===== src/rtl/pgread_pkg.sv =====
// Package: shared types for the page-mode read controller.
// Assumes nothing beyond IEEE 1800-2017 enums.
package pgread_pkg;

    // Controller phases: idle, full random access, in-page access, chip-enable gap
    typedef enum logic [1:0] {
        PG_IDLE = 2'd0,
        PG_RAND = 2'd1,
        PG_PAGE = 2'd2,
        PG_GAP  = 2'd3
    } pg_state_e;

endpackage


===== src/rtl/pgread_timer.sv =====
// Latency down-counter. A load sets the remaining cycles, the count then
// falls by one per clock and stops at zero; expired is high at zero.
// Assumes the loaded value fits CNT_W bits.
module pgread_timer #(
    parameter int CNT_W = 3
) (
    input  logic             clk,
    input  logic             rst_n,
    input  logic             load,
    input  logic [CNT_W-1:0] load_val,
    output logic             expired
);

    logic [CNT_W-1:0] cnt_q;

    // Count down the remaining latency cycles
    always_ff @(posedge clk) begin
        if (!rst_n) begin
            cnt_q <= '0;
        end else if (load) begin
            cnt_q <= load_val;
        end else if (cnt_q != '0) begin
            cnt_q <= cnt_q - 1'b1;
        end
    end

    assign expired = (cnt_q == '0);

endmodule


===== src/rtl/pgread_addr_seq.sv =====
// Address sequencer. Holds the current word address and the number of
// words still to read after it; flags the last word and the final word
// of a page. Assumes start and step never occur in the same cycle.
module pgread_addr_seq #(
    parameter int ADDR_W = 22,
    parameter int LEN_W  = 6,
    parameter int PAGE_W = 4
) (
    input  logic              clk,
    input  logic              rst_n,
    input  logic              start,
    input  logic [ADDR_W-1:0] start_addr,
    input  logic [LEN_W-1:0]  start_len,
    input  logic              step,
    output logic [ADDR_W-1:0] addr,
    output logic              last,
    output logic              page_end
);

    logic [ADDR_W-1:0] addr_q;
    logic [LEN_W-1:0]  rem_q;

    // Load a new request or advance to the next word
    always_ff @(posedge clk) begin
        if (!rst_n) begin
            addr_q <= '0;
            rem_q  <= '0;
        end else if (start) begin
            addr_q <= start_addr;
            rem_q  <= (start_len == '0) ? '0 : start_len - 1'b1;
        end else if (step) begin
            addr_q <= addr_q + 1'b1;
            rem_q  <= rem_q - 1'b1;
        end
    end

    assign addr     = addr_q;
    assign last     = (rem_q == '0);
    assign page_end = &addr_q[PAGE_W-1:0];

endmodule


===== src/rtl/pgread_ctrl.sv =====
// Page-mode asynchronous read controller (top).
// Accepts a read request, performs a full random access for the first
// word and for the first word of every new page, and in-page accesses
// for the following words when page mode is enabled. Pins are held in
// the page-mode state while chip-enable is low.
// Assumes T_RAND >= 1, T_PAGE >= 1 and that mem_dq is valid when the
// latency for the presented address has elapsed.
module pgread_ctrl
    import pgread_pkg::*;
#(
    parameter int ADDR_W    = 22,
    parameter int DATA_W    = 16,
    parameter int LEN_W     = 6,
    parameter int CFG_W     = 16,
    parameter int PAGE_W    = 4,
    parameter int PAGE_BIT  = 7,
    parameter int T_RAND    = 5,
    parameter int T_PAGE    = 2
) (
    input  logic              clk,
    input  logic              rst_n,
    input  logic              req_valid,
    output logic              req_ready,
    input  logic [ADDR_W-1:0] req_addr,
    input  logic [LEN_W-1:0]  req_len,
    input  logic [CFG_W-1:0]  cfg_word,
    output logic [ADDR_W-1:0] mem_addr,
    output logic              mem_ce_n,
    output logic              mem_oe_n,
    output logic              mem_we_n,
    output logic              mem_adv_n,
    output logic              mem_clk,
    input  logic              mem_wait,
    input  logic [DATA_W-1:0] mem_dq,
    output logic              rd_valid,
    output logic [ADDR_W-1:0] rd_addr,
    output logic [DATA_W-1:0] rd_data,
    output logic              rd_done
);

    localparam int CNT_W = $clog2(T_RAND + 1);
    localparam logic [CNT_W-1:0] LOAD_RAND = CNT_W'(T_RAND - 1);
    localparam logic [CNT_W-1:0] LOAD_PAGE = CNT_W'(T_PAGE - 1);
    localparam logic [CFG_W-1:0] CFG_MASK  = CFG_W'(1) << PAGE_BIT;

    pg_state_e         state_q;
    logic              page_mode_q;
    logic              start;
    logic              step;
    logic              active;
    logic              go_page;
    logic              tmr_load;
    logic [CNT_W-1:0]  tmr_val;
    logic              tmr_expired;
    logic [ADDR_W-1:0] cur_addr;
    logic              cur_last;
    logic              cur_page_end;
    logic              unused_wait;
    logic              unused_cfg;

    // The wait pin and the other configuration bits carry no meaning here
    assign unused_wait = mem_wait;
    assign unused_cfg  = ^(cfg_word & ~CFG_MASK);

    assign active  = (state_q == PG_RAND) || (state_q == PG_PAGE);
    assign start   = (state_q == PG_IDLE) && req_valid;
    assign step    = active && tmr_expired && !cur_last;
    assign go_page = page_mode_q && !cur_page_end;

    // Select when and with which latency the timer restarts
    always_comb begin
        tmr_load = 1'b0;
        tmr_val  = LOAD_RAND;
        if (start || (state_q == PG_GAP)) begin
            tmr_load = 1'b1;
            tmr_val  = LOAD_RAND;
        end else if (step && go_page) begin
            tmr_load = 1'b1;
            tmr_val  = LOAD_PAGE;
        end
    end

    pgread_timer #(
        .CNT_W    (CNT_W)
    ) u_timer (
        .clk      (clk),
        .rst_n    (rst_n),
        .load     (tmr_load),
        .load_val (tmr_val),
        .expired  (tmr_expired)
    );

    pgread_addr_seq #(
        .ADDR_W     (ADDR_W),
        .LEN_W      (LEN_W),
        .PAGE_W     (PAGE_W)
    ) u_seq (
        .clk        (clk),
        .rst_n      (rst_n),
        .start      (start),
        .start_addr (req_addr),
        .start_len  (req_len),
        .step       (step),
        .addr       (cur_addr),
        .last       (cur_last),
        .page_end   (cur_page_end)
    );

    // Phase sequencing and word capture
    always_ff @(posedge clk) begin
        if (!rst_n) begin
            state_q     <= PG_IDLE;
            page_mode_q <= 1'b0;
            rd_valid    <= 1'b0;
            rd_done     <= 1'b0;
            rd_addr     <= '0;
            rd_data     <= '0;
        end else begin
            rd_valid <= 1'b0;
            rd_done  <= 1'b0;
            unique case (state_q)
                PG_IDLE: begin
                    if (req_valid) begin
                        state_q     <= PG_RAND;
                        page_mode_q <= cfg_word[PAGE_BIT];
                    end
                end
                PG_RAND, PG_PAGE: begin
                    if (tmr_expired) begin
                        rd_valid <= 1'b1;
                        rd_addr  <= cur_addr;
                        rd_data  <= mem_dq;
                        if (cur_last) begin
                            rd_done <= 1'b1;
                            state_q <= PG_IDLE;
                        end else if (go_page) begin
                            state_q <= PG_PAGE;
                        end else begin
                            state_q <= PG_GAP;
                        end
                    end
                end
                PG_GAP: begin
                    state_q <= PG_RAND;
                end
                default: state_q <= PG_IDLE;
            endcase
        end
    end

    // Pin states: enabled only during accesses, page-mode levels held
    assign req_ready = (state_q == PG_IDLE);
    assign mem_addr  = cur_addr;
    assign mem_ce_n  = !active;
    assign mem_oe_n  = !active;
    assign mem_adv_n = !active;
    assign mem_we_n  = 1'b1;
    assign mem_clk   = 1'b0;

endmodule


===== config.mk =====
export PLATFORM = sky130hd
export DESIGN_NAME = pgread_ctrl
export DESIGN_NICKNAME = d
export VERILOG_FILES = /design/src/rtl/pgread_pkg.sv /design/src/rtl/pgread_timer.sv /design/src/rtl/pgread_addr_seq.sv /design/src/rtl/pgread_ctrl.sv
export SDC_FILE = /design/constraint.sdc
export NUM_CORES = 1
export LEC_CHECK = 0
export BUFFER_PORTS_ARGS = -buffer_cell sky130_fd_sc_hd__buf_4
export CAP_MARGIN = 15
export CORE_ASPECT_RATIO = 1.1
export CORE_UTILIZATION = 53
export CTS_CLUSTER_SIZE = 40
export DETAILED_ROUTE_END_ITERATION = 8
export GPL_TIMING_DRIVEN = 0
export PLACE_DENSITY_LB_ADDON = 0.2
export SLEW_MARGIN = 30
export SYNTH_ARGS = -nofsm -noshare
export SYNTH_HDL_FRONTEND = slang
export SYNTH_SLANG_ARGS = --single-unit
export TNS_END_PERCENT = 20

===== constraint.sdc =====
create_clock -name clk -period 3.9 [get_ports clk]
set_clock_uncertainty 0.05 [all_clocks]
set_input_delay 0.195 -clock clk [delete_from_list [all_inputs] [get_ports clk]]
set_output_delay 0.195 -clock clk [all_outputs]
set_load 0.005 [all_outputs]

# ---- Yosys cells after proc, flatten, opt, wreduce, memory -nomap -nowiden
# Cells that the tools add are included.
dict set report totals {
  n_memories 0
  ramBits 0
  romBits 0
  word_cells 60
  register_bits 74
  latchBits 0
}
dict set report classes {
  n_addsub 4
  shifts 0
  n_bitwise 0
  multipliers 0
  muxes 18
  n_eq_ne 5
  order_cmp 0
  n_div 0
  n_reduce_logical 24
}
# op count
set op_table {}
lappend op_table {{22-bit two-way mux} 2}
lappend op_table {{22-bit by 1-bit adder with 22-bit output, second input constant} 1}
lappend op_table {{6-bit two-way mux} 3}
lappend op_table {{6-bit logical NOT} 2}
lappend op_table {{3-bit two-way mux} 4}
lappend op_table {{6-bit by 1-bit subtractor with 6-bit output, second input constant} 2}
lappend op_table {{2-bit AND reduction} 4}
lappend op_table {{2-bit two-way mux} 3}
lappend op_table {{2-bit case mux with 3 select lines} 1}
lappend op_table {{1-bit logical AND} 5}
lappend op_table {{1-bit two-way mux} 5}
lappend op_table {{2-bit == test, second input constant} 2}
lappend op_table {{2-bit inequality test, second input constant} 2}
lappend op_table {{4-bit AND reduction} 1}
lappend op_table {{2-bit nonzero test} 2}
lappend op_table {{1-bit logical NOT} 3}
lappend op_table {{3-bit logical NOT} 1}
lappend op_table {{3-bit AND reduction} 1}
lappend op_table {{3-bit nonzero test} 1}
lappend op_table {{3-bit by 1-bit subtractor with 3-bit output, second input constant} 1}
lappend op_table {{2-bit by 1-bit == test with 1-bit output, second input constant} 1}
lappend op_table {{2-bit logical NOT} 1}
lappend op_table {{1-bit logical OR} 2}
lappend op_table {{2-bit OR reduction} 1}

# ---- Longest topological paths before layout
dict set report logic_depth {
  depth_word 8
  ltp_mapped 9
  ltp_nobuf 7
}

# ---- Cells and area by module
# Synthesis repeated with hierarchy kept, for this count alone.
dict set report hier_totals {
  cells_unflattened 436
  hier_area_um2 3671.0
}
# mod instances area_each_um2 cells_per_inst seq_area_each_um2
set by_module_without_submodules {}
lappend by_module_without_submodules {pgread_addr_seq 1 1740.4 211 560.5}
lappend by_module_without_submodules {pgread_ctrl 1 1725.4 203 860.8}
lappend by_module_without_submodules {pgread_timer 1 205.2 22 60.1}

# ---- Least setup slack after synthesis
# OpenSTA, ideal clock, no wires.
dict set report synth_path {
  path_kind {flip-flop to flip-flop}
  from {reg state_q[1]}
  to {reg u_seq.addr_q[10], in the netlist u_seq.addr[10]}
  stages_incl_launch_ff 10
  period_less_slack_ns 1.867
  setup_time_ns 0.132
  setup_slack_ns 2.033
  arrival_ns 1.684
  path_cell_list {dfxtp_1 -> inv_1 -> ha_1 -> nand3b_4 -> buf_6 -> a21o_1 -> buf_6 -> nor4_4 -> xnor2_1 -> a21oi_1}
}
dict set report synth_via {
  elab_chain_cells 5
}
# item line_no
set synth_lines {}
lappend synth_lines {{from (decl)} pgread_ctrl.sv:46} ;# pg_state_e state_q;
lappend synth_lines {{from (signal assigned)} pgread_ctrl.sv:112} ;# state_q <= PG_IDLE;
lappend synth_lines {{from (signal assigned)} pgread_ctrl.sv:124} ;# state_q <= PG_RAND;
lappend synth_lines {{from (signal assigned)} pgread_ctrl.sv:135} ;# state_q <= PG_IDLE;
lappend synth_lines {{2-bit by 1-bit == test with 1-bit output or 2-bit == test (tied branches)} pgread_ctrl.sv:65} ;# assign active = (state_q == PG_RAND) || (state_q == PG_PAGE);
lappend synth_lines {{1-bit logical OR} pgread_ctrl.sv:65}
lappend synth_lines {{1-bit logical AND (2 in series)} pgread_ctrl.sv:67} ;# assign step = active && tmr_expired && !cur_last;
lappend synth_lines {{2-bit nonzero test (no line)} n/a}
lappend synth_lines {{to (signal assigned)} pgread_addr_seq.sv:29} ;# addr_q <= start_addr;
lappend synth_lines {{to (signal assigned)} pgread_addr_seq.sv:32} ;# addr_q <= addr_q + 1'b1;
lappend synth_lines {{to (decl)} pgread_addr_seq.sv:20} ;# logic [ADDR_W-1:0] addr_q;
# Parallel ways exist; a longest one is shown, timed or not.
# A chain may end at the register's enable or synchronous reset.

# ---- Final worst setup path
dict set report layout_path {
  from {reg state_q[1]}
  to {reg u_seq.rem_q[4]}
}
dict set report layout_via {
  elab_chain_cells 5
}
# item line_no
set layout_lines {}
lappend layout_lines {{2-bit by 1-bit == test with 1-bit output or 2-bit == test (tied branches)} pgread_ctrl.sv:65}
lappend layout_lines {{1-bit logical OR} pgread_ctrl.sv:65}
lappend layout_lines {{1-bit logical AND (2 in series)} pgread_ctrl.sv:67}
lappend layout_lines {{2-bit nonzero test (no line)} n/a}
lappend layout_lines {{to (signal assigned)} pgread_addr_seq.sv:30} ;# rem_q <= (start_len == '0) ? '0 : start_len - 1'b1;
lappend layout_lines {{to (signal assigned)} pgread_addr_seq.sv:33} ;# rem_q <= rem_q - 1'b1;
lappend layout_lines {{to (decl)} pgread_addr_seq.sv:21} ;# logic [LEN_W-1:0] rem_q;
# Parallel ways exist; a longest one is shown, timed or not.

==> metrics.txt <==
gpl congestion 0.858; critical-path maximum fanout 10; commonest register cell after synthesis dfxtp_1; cts repair resizes 0; async set-or-reset flop fraction in the synthesized netlist 0%; post-synthesis cell type count 48; Die X around 79 um; crit share post-route between 50% and 60%; Syn Area/Cell just over 8 sq um; dpl hpwl roughly 6.7 mm; maximum buffer depth of the clock tree 2; die height 86.7 um; max_cap viols 0; Tot Pwr 3290 uW; placed insts between 600 and 700; area leader, netlist dfxtp_1; max incr delay on CP roughly 0.40 ns; Pleak roughly 0.0019 uW; critical path type reg2reg; Die Area ~6800 sq um; CTS Hold Bufs 0; Worst Path Arrival about 2.3 ns; Clk pwr share between 20 and 25%; Std-Cell Core Area around 6200 sq um; initial antenna violation count 0; CTS tree built; critical path depth 8; part of the power in registers a little over a third; global route overflow 0; first-pass GRT wire length ~14 mm; Post-Syn Nets approximately 500; CP max stage cell a21oi_2; drt total wl between 9 and 10 mm; hold endpoint rd_data[11]$_SDFFE_PN0P_; R2R depth 8; Final Util between 70% and 80%; synthesized flop and latch total 74; fin cells approximately 630; row cnt 30; Residual DRC 0; Place WS around 1.8 ns; Post-synth EDFFs 0; crit path cell chain inv_1, ha_1, nand3b_4, buf_6, a21oi_2, nand3_1, xnor2_1, o211a_1; ANT nets after route 0; pin slew with the least headroom to its limit roughly 0.64 ns; share of the synthesized area in the top cell type 42.9%; Yosys warnings 0; R2R Setup Slk 1.79 ns; vias per cell 5.42; drt pass-1 iters 4; ant diodes 0; combinational share of power roughly 44%; relative slew slack around 58%; status finished, final reports clean; Skew-Pair Late Insertion Delay ~0.35 ns; fin nets between 600 and 700; share of cells above drive strength 1 a little over a quarter; setup ws final roughly 1.8 ns; Clock transition at path regs 0.08 ns; Initial Util between 50 and 60%; Layout area overhead 33.5%; RSZ-0062 raised after global routing false; Routed WL per cell around 14 um; largest cells by area after synthesis dfxtp_1 43%, nand2_1 11%, a21oi_1 9.3%; largest net degree at the start of global routing 14; gr usage total between 20% and 30%; Iter 0 DRT Violations about 170; Finish-stage setup viols 0; via count ~3400; Fillers 534; Post-Synthesis Cell Area approximately 3500 sq um; switching share of power between 30% and 40%; cell area power density about 710 nW/um^2; post-CTS setup buffers 0; Hold Crit Start mem_dq[11]; Total Neg Setup Slack 0 ns; Ports roughly 130; final max-slew violation count 0; hold crit path type in2reg; clk sinks 74; vias in the first global route approximately 3100; CP delay by family, top compound AO/OA/AOI/OAI gates; Worst R2R Start state_q[1]$_SDFFE_PN0P_; Root Driver clkbuf_8; Synth Instances 424; Hold Vio Cnt, Final 0; clock period minus worst slack 2.11 ns; port bufs 112; Achievable Freq 474 MHz; CP required between 4 and 5 ns; CTS H-tree lvls 3; Psw between 1000 and 1500 uW; Critical Path Start Type flip-flop; VDD IR max 0.000413 V; reg-to-reg endpoint u_seq.rem_q[4]$_SDFFE_PN0P_; Internal about 2000 uW; CTS Buf Count 9; CP Capture Type flip-flop; sequential area share after synthesis 42.9%; Crit path buffers/inverters 2; Hold Crit Depth 3
-- worst reg2reg max path, cell delays in order, from the launching register on --
cell      delay, ns
dfxtp_1        0.36
inv_1          0.05
ha_1           0.36
nand3b_4       0.09
buf_6          0.16
a21oi_2        0.40
nand3_1        0.18
xnor2_1        0.15
o211a_1        0.20
-- through the flow --
step / area (sq um) / hold slack [ns]
detailed placement: 4400 / 0.399
floorplan: 3450 / 0.281
global route: 4610 / 0.0343
CTS: 4610 / 0.0224
global placement: 4400 / 0.389
finish: 4610 / 0.0318
-- cell families after synthesis --
group | share of synthesized area [%]
and+or+nand+nor | 23.8
AOI/OAI and AO/OA | 17.9
DFF | 42.9
buffers and inverters | 5.03
xor gates and xnor gates | 6.08
adders and majority gates | 3.26
muxes | 0.869
other | 0.217
-- cells in the final DEF (no fill, tap or decap), drive strengths merged, types with 2 or more instances in the layout --
| cell type | count |
|---|---|
| nor2 | 18 |
| and4 | 2 |
| xor2 | 10 |
| mux2i | 3 |
| nand2 | 100 |
| buf | 122 |
| nor3 | 8 |
| clkinv | 2 |
| dfxtp | 74 |
| nor4 | 6 |
| o21ai | 27 |
| a21oi | 65 |
| clkbuf | 27 |
| nor2b | 3 |
| nand3 | 12 |
| ha | 9 |
| nand3b | 2 |
| bufinv | 2 |
| and3 | 3 |
| inv | 12 |
| a22oi | 2 |
| nand4 | 8 |
| a21o | 2 |
| xnor2 | 14 |
| conb | 2 |
| and2 | 2 |
| a31oi | 2 |
| a211oi | 2 |
-- synth_stat cells (2+ instances only) --
master	number
nand2_1	100
dfxtp_1	74
a21oi_1	64
o21ai_0	26
nor2_1	18
clkbuf_1	17
xnor2_1	14
inv_1	10
nand3_1	10
xor2_1	10
ha_1	9
nand4_1	8
nor3_1	7
buf_4	4
and3_1	3
buf_1	3
mux2i_1	3
nor2b_1	3
nor4_4	3
a21o_1	2
a22oi_1	2
a31oi_1	2
and2_1	2
and4_1	2
buf_6	2
conb_1	2
nand3_2	2
nor4_1	2
-- power groups by stage --
stage               Sequential [uW]  Clock, uW  Combinational (uW)
detailed placement             1190          0                1440
global route                   1210        699                1600
global placement               1190          0                1400
finish                         1180        659                1450
floorplan                      1170          0                 855
CTS                            1180        666                1450
-- per-layer routing --
metal  part of all wire, %  routed length (um)  vias up  global-route usage (%)
met4                   2.3                 213        0                    14.5
met1                    43                3890     1614                    32.6
met2                    49                4470      113                    45.2
met3                   6.2                 568       18                    4.84
li1                      -                   -     1681                       -
met5                     0                   0        -                       0
-- sequential cells by signal (all words and copies together), names as in the netlist --
name and count:
rd_addr 22, u_seq.addr 22, rd_data 16, u_seq.rem_q 6
u_timer.cnt_q 3, state_q 2, page_mode_q 1, rd_done 1
rd_valid 1
-- how the worst max path moves through the flow --
stage	startpoint	to	slack, ns
2_1_floorplan	state_q[1]$_SDFFE_PN0P_	u_seq.addr[10]$_SDFFE_PN0P_	2.03
3_3_place_gp	state_q[1]$_SDFFE_PN0P_	rd_addr[5]$_SDFFE_PN0P_	1.88
3_5_place_dp	state_q[1]$_SDFFE_PN0P_	u_seq.addr[19]$_SDFFE_PN0P_	1.84
4_1_cts	state_q[1]$_SDFFE_PN0P_	rd_addr[13]$_SDFFE_PN0P_	1.82
5_1_grt	state_q[1]$_SDFFE_PN0P_	rd_addr[13]$_SDFFE_PN0P_	1.57
6_report	state_q[1]$_SDFFE_PN0P_	u_seq.rem_q[4]$_SDFFE_PN0P_	1.79
-- layout make-up --
class	count	area, sq um	share of cell area [%]
multi-input cells	312	1800	39.0
flip-flops and latches	74	1480	32.1
repair buffers	112	841	18.2
plain buffers	27	133	2.87
clock buffers	10	128	2.77
well taps	80	100	2.17
clock inverters	6	90.1	1.95
inverters	11	41.3	0.895
Note: power is estimated with default switching activity, not from simulation.
